File: config.mk
export PLATFORM = sky130hd
export DESIGN_NAME = rx_link_sync_mon
export DESIGN_NICKNAME = d
export VERILOG_FILES = /design/src/rtl/rx_link_sync_mon.sv
export SDC_FILE = /design/constraint.sdc
export NUM_CORES = 1
export LEC_CHECK = 0
export ABC_CLOCK_PERIOD_IN_PS = 3620
export BUFFER_PORTS_ARGS = -buffer_cell sky130_fd_sc_hd__buf_2
export CAP_MARGIN = 5
export CORE_AREA = 2 2 71 73
export CTS_CLUSTER_DIAMETER = 150
export CTS_CLUSTER_SIZE = 12
export DETAILED_ROUTE_END_ITERATION = 8
export DIE_AREA = 0 0 73 75
export GPL_ROUTABILITY_DRIVEN = 0
export PLACE_DENSITY = 0.62
export SYNTH_ARGS = -nofsm -noshare
export SYNTH_HDL_FRONTEND = slang
export SYNTH_SLANG_ARGS = --single-unit
File: constraint.sdc
create_clock -name clk -period 3.62 [get_ports clk]
set_input_delay 0.905 -clock clk [delete_from_list [all_inputs] [get_ports clk]]
set_output_delay 0.905 -clock clk [all_outputs]
set_load 0.05 [all_outputs]
File: src/rtl/rx_link_sync_mon.sv
module rx_link_sync_mon #(
  parameter int CNT_W = 8
) (
  input  logic             clk,
  input  logic             rst_n,
  input  logic             train_i,
  input  logic             ctrl_i,
  input  logic             dip_err_i,
  input  logic             data_valid_i,
  input  logic [CNT_W-1:0] enter_thresh_i,
  input  logic [CNT_W-1:0] exit_thresh_i,
  input  logic             err_clr_i,
  output logic             data_valid_o,
  output logic             in_sync_o,
  output logic             align_off_o,
  output logic             err_sticky_o
);
  typedef enum logic [1:0] {ST_TRAIN = 2'd0, ST_QUAL = 2'd1, ST_SYNC = 2'd2} st_t;

  st_t              st_q;
  logic [CNT_W-1:0] good_q;
  logic [CNT_W-1:0] bad_q;
  logic [CNT_W:0]   good_nx, bad_nx, enter_eff;
  logic             chk_ok, chk_bad, qual_done, drop;

  assign chk_ok    = ctrl_i && !dip_err_i;
  assign chk_bad   = ctrl_i &&  dip_err_i;
  assign good_nx   = {1'b0, good_q} + 1'b1;
  assign bad_nx    = {1'b0, bad_q} + 1'b1;
  assign enter_eff = (enter_thresh_i == '0) ? {{CNT_W{1'b0}}, 1'b1} : {1'b0, enter_thresh_i};
  assign qual_done = (st_q == ST_QUAL) && chk_ok && (good_nx >= enter_eff);
  assign drop      = (st_q == ST_SYNC) && chk_bad && (bad_nx > {1'b0, exit_thresh_i});

  always_ff @(posedge clk) begin
    if (!rst_n) begin
      st_q   <= ST_TRAIN;
      good_q <= '0;
      bad_q  <= '0;
    end else begin
      case (st_q)
        ST_TRAIN: begin
          good_q <= '0;
          bad_q  <= '0;
          if (train_i) st_q <= ST_QUAL;
        end
        ST_QUAL: begin
          if (qual_done) begin
            st_q   <= ST_SYNC;
            good_q <= '0;
            bad_q  <= '0;
          end else if (chk_bad) begin
            good_q <= '0;
          end else if (chk_ok) begin
            good_q <= good_nx[CNT_W-1:0];
          end
        end
        ST_SYNC: begin
          if (drop) begin
            st_q  <= ST_TRAIN;
            bad_q <= '0;
          end else if (chk_bad) begin
            bad_q <= bad_nx[CNT_W-1:0];
          end else if (chk_ok) begin
            bad_q <= '0;
          end
        end
        default: st_q <= ST_TRAIN;
      endcase
    end
  end

  always_ff @(posedge clk) begin
    if (!rst_n)         err_sticky_o <= 1'b0;
    else if (drop)      err_sticky_o <= 1'b1;
    else if (err_clr_i) err_sticky_o <= 1'b0;
  end

  assign in_sync_o    = (st_q == ST_SYNC);
  assign align_off_o  = !in_sync_o;
  assign data_valid_o = data_valid_i && in_sync_o;
endmodule


; ---- Word level (Yosys, flattened, before mapping)
; Cells that the tools add are included.
; W data, S select, Z words.
[op_classes]
n_addsub = 2
n_lt_le_gt_ge = 2
eq_ne = 7
muxes = 16
reduce_logical = 17
[op_table]
columns = cell, n
row1 = $mux W8, 8
row2 = $pmux W8 S3, 1
row3 = $add A8 B1 Y9 const B, 2
row4 = $pmux W8 S2, 1
row5 = $ge A9 B8 Y1, 1
row6 = $gt A9 B8 Y1, 1
row7 = $logic_not A8 Y1, 1
row8 = $logic_and A1 B1 Y1, 7
row9 = $mux W2, 3
row10 = $pmux W2 S3, 1
row11 = $reduce_and A3 Y1, 2
row12 = $ne A2 B2 Y1 const B, 2
row13 = $ne A4 B1 Y1 const B, 1
row14 = $ne A4 B4 Y1 const B, 1
row15 = $reduce_bool A2 Y1, 2
row16 = $reduce_bool A3 Y1, 1
row17 = $eq A2 B1 Y1 const B, 1
row18 = $eq A2 B2 Y1 const B, 1
row19 = $logic_not A1 Y1, 2
row20 = $logic_not A2 Y1, 1
row21 = $mux W1, 2
row22 = $ne A2 B1 Y1 const B, 1
row23 = $reduce_and A2 Y1, 1
[word_totals]
register_bits = 19
inputBits = 23
out_inout_bits = 4
elab_cells = 48

; ---- Logic depth before layout (Yosys ltp)
; Gate-level depths: netlist of the first run.
[depth]
depth_word = 6
mapped_depth = 12
mapped_depth_nobuf = 11

; ---- Worst setup path after synthesis of the first run
; No wires, ideal clock.
[synth_timing]
path_type = in2reg
from = in enter_thresh_i[4]
to = reg good_q[2]
setup_time_ns = 0.080
arrival_time_ns = 2.578
required_time_ns = 3.540
path_slack_ns = 0.962
path_stages = 9
path_buffers = 1
path_cell_list = nor4_1 > a41o_1 > ha_1 > nor2b_1 > o21ai_0 > a21oi_1 > clkbuf_1 > o211ai_1 > o211ai_1
[synth_via]
elab_chain_cells = 6
elab_cells_between_ends = 8
classes_between = order compare: 1 / eq/ne: 1 / mux: 3 / reduce/logical: 3
[synth_rtl]
columns = element, line
row1 = from (decl), 10  ; input logic [CNT_W-1:0] enter_thresh_i,
row2 = $logic_not A8 Y1, 30  ; assign enter_eff = (enter_thresh_i == '0) ? {{CNT_W{1'b0}}, 1'b1} : {1'b0, enter_thresh_i};
row3 = $mux W8 (*), 30
row4 = $ge A9 B8 Y1 (*), 31  ; assign qual_done = (st_q == ST_QUAL) && chk_ok && (good_nx >= enter_eff);
row5 = $logic_and A1 B1 Y1 (*), 31
row6 = $ne A4 B4 Y1 (no source line) / $mux W8 (equally long branches), --
row7 = $reduce_and A2 Y1 (no source line) / $pmux W8 S2 (equally long branches), --
row8 = to (signal assigned), 54  ; good_q <= good_nx[CNT_W-1:0];
row9 = to (decl), 21  ; logic [CNT_W-1:0] good_q;
; Mark *: on every way between the ends. The rest lies on a longest branch, timed or not.
; A chain may end at the register's enable or synchronous reset.

; ---- Worst setup path in the final report of the first run
[layout_timing]
from = reg bad_q[0]
to = reg bad_q[2]
[layout_via]
elab_chain_cells = 5
elab_cells_between_ends = 8
classes_between = add/sub: 1 / order compare: 1 / eq/ne: 1 / mux: 3 / reduce/logical: 2
[layout_rtl]
columns = element, line
row1 = from (decl), 22  ; logic [CNT_W-1:0] bad_q;
row2 = from (signal assigned), 62  ; bad_q <= bad_nx[CNT_W-1:0];
row3 = $add A8 B1 Y9 (*), 29  ; assign bad_nx = {1'b0, bad_q} + 1'b1;
row4 = $gt A9 B8 Y1, 32  ; assign drop = (st_q == ST_SYNC) && chk_bad && (bad_nx > {1'b0, exit_thresh_i});
row5 = $logic_and A1 B1 Y1, 32
row6 = $ne A4 B1 Y1 (no source line) / $mux W8 (equally long branches), --
row7 = $reduce_and A3 Y1 (no source line) / $pmux W8 S3 (equally long branches), --
; Marks and branches as above.

==> results of run 1 <==
worst max-delay path by stage:
stage | from | end | slack [ns]
floorplan | enter_thresh_i[4] | good_q[2] | 0.96
global placement | enter_thresh_i[4] | st_q[0] | 0.81
detailed placement | enter_thresh_i[4] | st_q[0] | 0.73
CTS | bad_q[0] | bad_q[2] | 0.84
global route | good_q[0] | st_q[0] | 0.65
finish | bad_q[0] | bad_q[2] | 0.86
per-layer routing:
| layer | global-route usage [%] | vias up | part of all wire [%] |
|---|---|---|---|
| li1 | - | 805 | - |
| met1 | 17.5 | 676 | 48 |
| met2 | 20.9 | 34 | 48 |
| met3 | 2.14 | 2 | 3.0 |
| met4 | 3.70 | 0 | 0.61 |
| met5 | 0 | - | 0 |
worst register-to-register path, cell delays in order (launching register included):
cell and delay (ns):
dfxtp_1 0.40, ha_1 0.26, nand3_2 0.13, or2_1 0.33, xnor2_1 0.15, ha_1 0.30, nand3_1 0.09, o21bai_1 0.17
o21bai_1 0.25, and3_4 0.23, a221o_1 0.34
flip-flops by register name, summed over array words and instances (netlist names):
register / cells
st_q: 2
good_q: 8
bad_q: 8
err_sticky_o: 1
final cells by class:
cell class / count / area (sq um)
fill: 499 / 2810
clock buffer: 3 / 41.3
sequential: 19 / 380
timing repair buffer: 27 / 138
multi-input combinational: 165 / 1140
tap: 54 / 67.6
clock inverter: 1 / 5.00
inverter: 21 / 78.8
power by group through the flow:
stage                     sequential [mW]  clock (mW)  combinational [mW]
after global placement              0.217           0              0.0434
after global routing                0.212       0.165              0.0505
final                               0.212       0.153              0.0438
after CTS                           0.212       0.155              0.0443
after floorplan                     0.216           0              0.0251
after detailed placement            0.217           0              0.0440
layout by cell type (no fill, tap or decap), types with 5 or more instances in the layout:
cell / netlist / routed
nand2_1: 29 / 29
buf_2: 0 / 26
inv_1: 20 / 20
dfxtp_1: 19 / 19
ha_1: 18 / 18
nor2_1: 13 / 13
o211ai_1: 12 / 12
a21oi_1: 10 / 10
nand3_1: 9 / 9
xnor2_1: 8 / 8
nor3_1: 5 / 5
o2111ai_1: 5 / 5
cells by family (layout without fill, tap and decap cells):
kind of cell	Yosys count	count (layout)	synth area share (%)
AOI/OAI and AO/OA	52	52	23.6
xor gates and xnor gates	12	12	6.40
adders and majority gates	18	18	13.7
buffers and inverters	26	52	7.32
DFF	19	19	23.2
muxes	1	1	0.686
and+or+nand+nor	82	82	25.2
metrics by stage:
step	cells	total power, mW	utilization [%]
after floorplan	210	0.241	-
after global placement	286	0.260	38.7
after detailed placement	286	0.261	38.7
after CTS	290	0.411	39.7
after global routing	290	0.428	39.7
final	290	0.409	39.7
==> out/qor.yml, run 1 <==
critical_path:
  end_kind: "flip-flop"
  crit_path_max_fanout: 6
  reg2regPathDepth: 10
  required_ns: 3.77
  arrival_ns: 2.91
  crit_chain: "ha_1, nand3_2, or2_1, xnor2_1, ha_1, nand3_1, o21bai_1, o21bai_1, and3_4, a221o_1"
  worstSetupPathDepth: 10
  reg2reg_to: "bad_q[2]"
  reg2reg_slack_ns: 0.86
  crit_family: "simple AND/OR/NAND/NOR gates"
  startpoint_type: "flip-flop"
  reg2reg_from: "bad_q[0]"
  slowest_delay_ns: 0.40
  critPathKind: "flip-flop to flip-flop"
  cp_slowest_cell: "dfxtp_1"
  crit_buf_inv: 0
cts:
  root_buffer: "clkbuf_8"
  numCtsBuffers: 3
  cts_resized: 0
  postCtsSetupRepairBufs: 0
  clkLatencyLatePin_ns: 0.26
  cts.sinks: 19
  cts_tree: "built"
  htreeDepth: 1
  path_clk_slew_ns: 0.08
  cts_hold_buf: 0
  clockBufferDepth: 2
detailed_routing:
  first_iter_violations: 112
  drc_errors: 0
  vias_per_cell: 5.23
  wl_per_cell_um: 11.9
  drt_wl_total_um: 3450
  via_count: 1517
  dr.pass1.iters: 4
  ant_nets: 0
layout:
  area_delta_synth_final_pct: 12.8
  nNetsFinal: 278
  drive_gt1_share_pct: 16.1
  final_cell_area_sq_um: 1850
  n_antenna_cell: 0
global_route:
  grt_pass1_wl_um: 5630
  grt_max_degree: 13
  grt_pass1_vias: 1271
  grtUsageTotal_pct: 12.8
  grt-ovfl-total: 0
  grt_antenna_before_repair: 0
min_path:
  min_path_cells: 2
  hp-class: "flip-flop to flip-flop"
  hold_end: "err_sticky_o"
  hp-start: "err_sticky_o"
synthesis:
  syn_area_sq_um: 1640
  ys_top_cells_by_count: "29 x nand2_1, 20 x inv_1, 19 x dfxtp_1, 18 x ha_1, 13 x nor2_1"
  ys_dominant_reg_cell: "dfxtp_1"
  synth_area_leader_cell: "dfxtp_1"
  synthArstFlopShare_pct: 0
  yosysUniqueCellTypes: 46
  synth_top_cell_area_share_pct: 23.2
  synth_edf_count: 0
  ys_seq_area_share_pct: 23.2
  yosys_warnings: 0
  synth_nets: 251
  netlist_instances: 210
  post_synth_main_area_contributors: "dfxtp_1 23%, ha_1 14%, nand2_1 6.6%"
  yosysMostFrequentCell: "nand2_1"
  syn_area_per_cell_sq_um: 7.82
  ys_ff_latch: 19
job:
  max_cap_violations: 0
place:
  post_dp_cell_area_sq_um: 1810
  hpwl_um: 2770
  io_buffers: 26
  dp_slack_ns: 0.734
floorplan:
  rows: 25
  ios: 27
  fp.dieW_um: 73
  die_height_um: 75
  fp.dieArea_sq_um: 5480
  core-area_sq_um: 4660
  start_util_pct: 35.2
sta:
  min_period_over_period_pct: 76.3
  setup-tns-final_ns: 0
  rsz0062_at_grt: "no"
  tightest_slew_ns: 0.524
  timing.fmax_mhz: 362
  min_period_ns: 2.76
  setup_slack_ns: 0.858
  finalHoldViolations: 0
  slew_violations: 0
  clock_skew_ns: 0.00172
  max_slew_margin_pct: 64.9
  setup_viol_count_final: 0
  worst_hold_slack_ns: 0.481
power_and_ir_drop:
  ir_drop_v: 0.000106
  p_sw_share_pct: 24.9
  power.share.clock_pct: 37.5
  pwr_density_cell_nw_per_um2: 221
  p_sw_mw: 0.102
  pwr-share-comb_pct: 10.7
  p_int_mw: 0.307
  leakage_nw: 0.854
  seq_power_share_pct: 51.8
outcome:
  status: "completed"
Note: power is estimated with default switching activity, not from simulation.
==> run 2, diff against run 1 <==
- ABC_CLOCK_PERIOD_IN_PS: 3620 -> 2500
- PLACE_DENSITY: 0.62 -> 0.64
- clock period: 3.62 -> 2.5 ns (I/O delays scaled with it)
==> out/qor.yml, run 2 (same netlist as run 1, synthesis figures left out) <==
job:
  max_cap_violations: 0
detailed_routing:
  highest_layer: "met4"
  via_count: 1639
  first_iter_violations: 101
  met1_length_um: 1840
  dr.pass1.iters: 6
  vias_per_cell: 5.12
  ant_nets: 0
  wl_met3_um: 69
  drc_errors: 0
  wl_per_cell_um: 12.2
  route.met2.wl_um: 1980
  drt_wl_total_um: 3920
power_and_ir_drop:
  p_total_mw: 0.596
  leakage_nw: 1.02
  ir_drop_v: 0.000123
  pwr_density_cell_nw_per_um2: 269
sta:
  slew_violations: 0
  tightest_slew_ns: 0.364
  finalHoldViolations: 0
  min_period_ns: 2.44
  max_slew_margin_pct: 75.7
  setup_viol_count_final: 0
  clock_skew_ns: 0.00489
  rsz0062_at_grt: "yes"
  worst_hold_slack_ns: 0.480
  setup_slack_ns: 0.0588
  min_period_over_period_pct: 97.6
  timing.fmax_mhz: 410
place:
  io_buffers: 26
  post_dp_cell_area_sq_um: 2030
  hpwl_um: 3120
  dp.cells: 312
  dp_slack_ns: -0.0128
floorplan:
  die_height_um: 75
  start_util_pct: 35.2
  rows: 25
  fp.dieW_um: 73
  ios: 27
  core-area_sq_um: 4660
  fp.dieArea_sq_um: 5480
critical_path:
  critPathKind: "flip-flop to flip-flop"
  required_ns: 2.64
  end_kind: "flip-flop"
  startpoint: "bad_q[0]"
  reg2reg_to: "bad_q[2]"
  reg2regPathDepth: 10
  timing.critical_path.to: "bad_q[2]"
  crit_path_max_fanout: 6
  reg2reg_slack_ns: 0.06
  startpoint_type: "flip-flop"
  arrival_ns: 2.58
  reg2reg_from: "bad_q[0]"
layout:
  n_antenna_cell: 0
  nNetsFinal: 308
  stdcell_count: 320
  most-common-layout-cells: "30 x buf_4, 29 x nand2_1, 26 x buf_2"
  area_delta_synth_final_pct: 35.0
  final_cell_area_sq_um: 2220
  drive_gt1_share_pct: 34.2
  layout_commonest_cell: "buf_4"
  top_regs: "bad_q: 8 flops, good_q: 8 flops, st_q: 2 flops"
cts:
  clkLatencyLatePin_ns: 0.25
  numCtsBuffers: 3
  root_buffer: "clkbuf_8"
  path_clk_slew_ns: 0.07
  clockBufferDepth: 2
  cts.sinks: 19
  cts_tree: "built"
  htreeDepth: 1
outcome:
  status: "completed"
global_route:
  grt_pass1_vias: 1520
  grt_pass1_wl_um: 6440
  grtUsageTotal_pct: 14.6
  grt-ovfl-total: 0
  grt_antenna_before_repair: 0
  grt_max_degree: 11
min_path:
  hp-class: "flip-flop to flip-flop"
==> run 2: changes by cell type in the layout (fill, tap and decap cells not counted), sizes merged <==
cell    previous run  this run
buf               27        57
clkinv             2         0
clkbuf             3         4
inv               20        21
==> run 2: final cells by class <==
type	instances	area [sq um]
fill	455	2440
timing repair buffer	57	375
clock buffer	4	45.0
tap	54	67.6
sequential	19	400
multi-input combinational	165	1250
inverter	21	78.8
==> run 2: where the power goes <==
part / switching, mW / internal, mW
registers: 0.00275 / 0.300
logic: 0.0397 / 0.0395
clock network: 0.101 / 0.113
==> run 2: worst min-delay path by stage <==
| stage | startpoint | endpoint | slack [ns] | depth (start not counted) |
|---|---|---|---|---|
| detailed placement | good_q[7] | good_q[7] | 0.47 | 2 |
| global route | err_sticky_o | err_sticky_o | 0.52 | 2 |
| global placement | good_q[7] | good_q[7] | 0.47 | 2 |
| finish | err_sticky_o | err_sticky_o | 0.48 | 2 |
| floorplan | good_q[7] | good_q[7] | 0.46 | 2 |
| CTS | good_q[7] | good_q[7] | 0.48 | 2 |
==> run 2: through the flow <==
step / setup TNS (ns) / utilization (%)
after floorplan: 0 / -
final: 0 / 47.5
after global routing: -0.0824 / 47.5
after CTS: 0 / 44.5
after global placement: 0 / 43.5
after detailed placement: -0.0128 / 43.5
==> run 2: critical path, stage by stage, from the launching register on <==
cell and delay, ns:
dfxtp_4 0.38, ha_4 0.16, nand3_4 0.09, or2_4 0.28, xnor2_2 0.13, ha_1 0.31, nand3_2 0.10, o21bai_1 0.17
o21bai_4 0.18, and3_4 0.18, a221o_1 0.34
==> run 2: timing repair <==
action	in CTS	in global routing
gates resized for setup	0	28
hold buffers	0	0
endpoints found under the setup margin	0	19
setup buffers	0	4
==> run 2: per-layer routing <==
| metal | track usage [%] | vias up |
|---|---|---|
| li1 | - | 864 |
| met1 | 18.3 | 749 |
| met2 | 27.1 | 22 |
| met3 | 1.61 | 4 |
| met4 | 2.47 | 0 |
| met5 | 0 | - |
==> run 3, diff against run 2 <==
- CORE_AREA: 2 2 71 73 -> 3 3 72 74
- DIE_AREA: 0 0 73 75 -> 0 0 75 77
==> out/qor.yml, run 3 (same netlist as run 1, synthesis figures left out) <==
min_path:
  hp-start: "err_sticky_o"
  hp-class: "flip-flop to flip-flop"
  min_path_cells: 2
  hold_end: "err_sticky_o"
cts:
  root_buffer: "clkbuf_8"
  cts_tree: "built"
  cts.sinks: 19
  clkLatencyLatePin_ns: 0.26
  path_clk_slew_ns: 0.07
  numCtsBuffers: 3
  htreeDepth: 1
  cts_hold_buf: 0
  clockBufferDepth: 2
job:
  max_cap_violations: 0
layout:
  top_regs: "bad_q: 8 flops, good_q: 8 flops, st_q: 2 flops"
  nNetsFinal: 307
  drive_gt1_share_pct: 32.1
  n_antenna_cell: 0
  area_delta_synth_final_pct: 32.5
  most-common-layout-cells: "30 x buf_4, 29 x nand2_1, 26 x buf_2"
  fill_cells: 463
  post-route-util_pct: 46.7
  regArea_sq_um: 399
  multi_input_area_sq_um: 1230
  layout_commonest_cell: "buf_4"
detailed_routing:
  first_iter_violations: 78
  wl_per_cell_um: 11.8
  drc_errors: 0
  via_count: 1641
  ant_nets: 0
  drt_wl_total_um: 3760
  vias_per_cell: 5.14
  dr.pass1.iters: 4
critical_path:
  reg2reg_slack_ns: 0.08
  cp_slowest_cell: "dfxtp_4"
  end_kind: "flip-flop"
  reg2reg_to: "bad_q[4]"
  reg2regPathDepth: 10
  crit_buf_inv: 0
  path_common_cell: "o21bai_4"
  slowest_delay_ns: 0.37
  crit_chain: "ha_4, nand3_4, or2_4, xnor2_2, ha_1, nand3_2, o21bai_4, o21bai_4, and3_4, a221o_1"
  required_ns: 2.64
  startpoint: "bad_q[0]"
  arrival_ns: 2.57
  critPathKind: "flip-flop to flip-flop"
  startpoint_type: "flip-flop"
  reg2reg_from: "bad_q[0]"
  crit_path_max_fanout: 6
  crit_family: "compound AO/OA/AOI/OAI gates"
power_and_ir_drop:
  seq_power_share_pct: 50.9
  p_int_mw: 0.452
  power.share.clock_pct: 36.0
  p_total_mw: 0.595
  pwr_density_cell_nw_per_um2: 274
  p_sw_share_pct: 24.0
  p_sw_mw: 0.143
  pwr-share-comb_pct: 13.0
  ir_drop_v: 0.000205
  leakage_nw: 1.00
floorplan:
  fp.dieArea_sq_um: 5780
  rows: 25
  ios: 27
  die_height_um: 77
  core-area_sq_um: 4660
  fp.dieW_um: 75
  start_util_pct: 35.2
global_route:
  grt_max_degree: 11
  grt-ovfl-total: 0
  grt_pass1_vias: 1453
  grtUsageTotal_pct: 13.1
  grt_antenna_before_repair: 0
  grt_pass1_wl_um: 6100
sta:
  slew_violations: 0
  finalHoldViolations: 0
  tightest_slew_ns: 0.384
  setup_viol_count_final: 0
  min_period_over_period_pct: 96.9
  min_period_ns: 2.42
  timing.fmax_mhz: 413
  max_slew_margin_pct: 74.4
  clock_skew_ns: 0.00535
  worst_hold_slack_ns: 0.473
outcome:
  status: "completed"
place:
  io_buffers: 26
  hpwl_um: 3010
-- run 3: power groups by stage --
stage          Sequential, mW  Combinational [mW]  Clock (mW)
2_1_floorplan           0.313              0.0370           0
3_3_place_gp            0.314              0.0713           0
3_5_place_dp            0.314              0.0729           0
4_1_cts                 0.307              0.0734       0.221
5_1_grt                 0.303              0.0889       0.237
6_report                0.303              0.0776       0.214
-- run 3: worst min-delay path: stages (launching register included) --
cell and delay [ns]:
dfxtp_1 0.31, nand3b_1 0.07, nand2_1 0.05
-- run 3: layout make-up --
cell class                 instances  area share [%]
inverter                          21            3.62
tap                               54            3.11
clock buffer                       4            2.07
timing repair buffer              56            16.3
sequential                        19            18.4
multi-input combinational        165            56.5
-- run 3: worst max-delay path by stage --
stage / slack (ns) / end / cells past startpoint
floorplan: 0.02 / bad_q[4] / 11
global placement: 0.03 / st_q[0] / 10
detailed placement: 0.03 / st_q[0] / 10
CTS: 0.04 / bad_q[3] / 10
global route: -0.01 / bad_q[4] / 10
finish: 0.08 / bad_q[4] / 10
-- run 3: per-layer routing --
metal  track usage (%)  share of wire (%)  vias up
met1              16.5                 46      737
met4              3.02                1.1        0
met3              3.01                3.2        7
met2              22.0                 49       27
li1                  -                  -      870
met5                 0                  0        -
-- run 3: metrics by stage --
stage / worst slack (ns) / std cells / cell area (sq um) / TNS (ns)
detailed placement: 0.0301 / 312 / 2030 / 0
global route: -0.0121 / 319 / 2170 / -0.0180
floorplan: 0.0195 / 210 / 1670 / 0
global placement: 0.0291 / 312 / 2030 / 0
finish: 0.0764 / 319 / 2170 / 0
CTS: 0.0395 / 316 / 2070 / 0
-- run 3: timing repair --
item | CTS | global route
setup buffers | 0 | 3
endpoints found under the setup margin | 0 | 16
resized for setup | 0 | 24
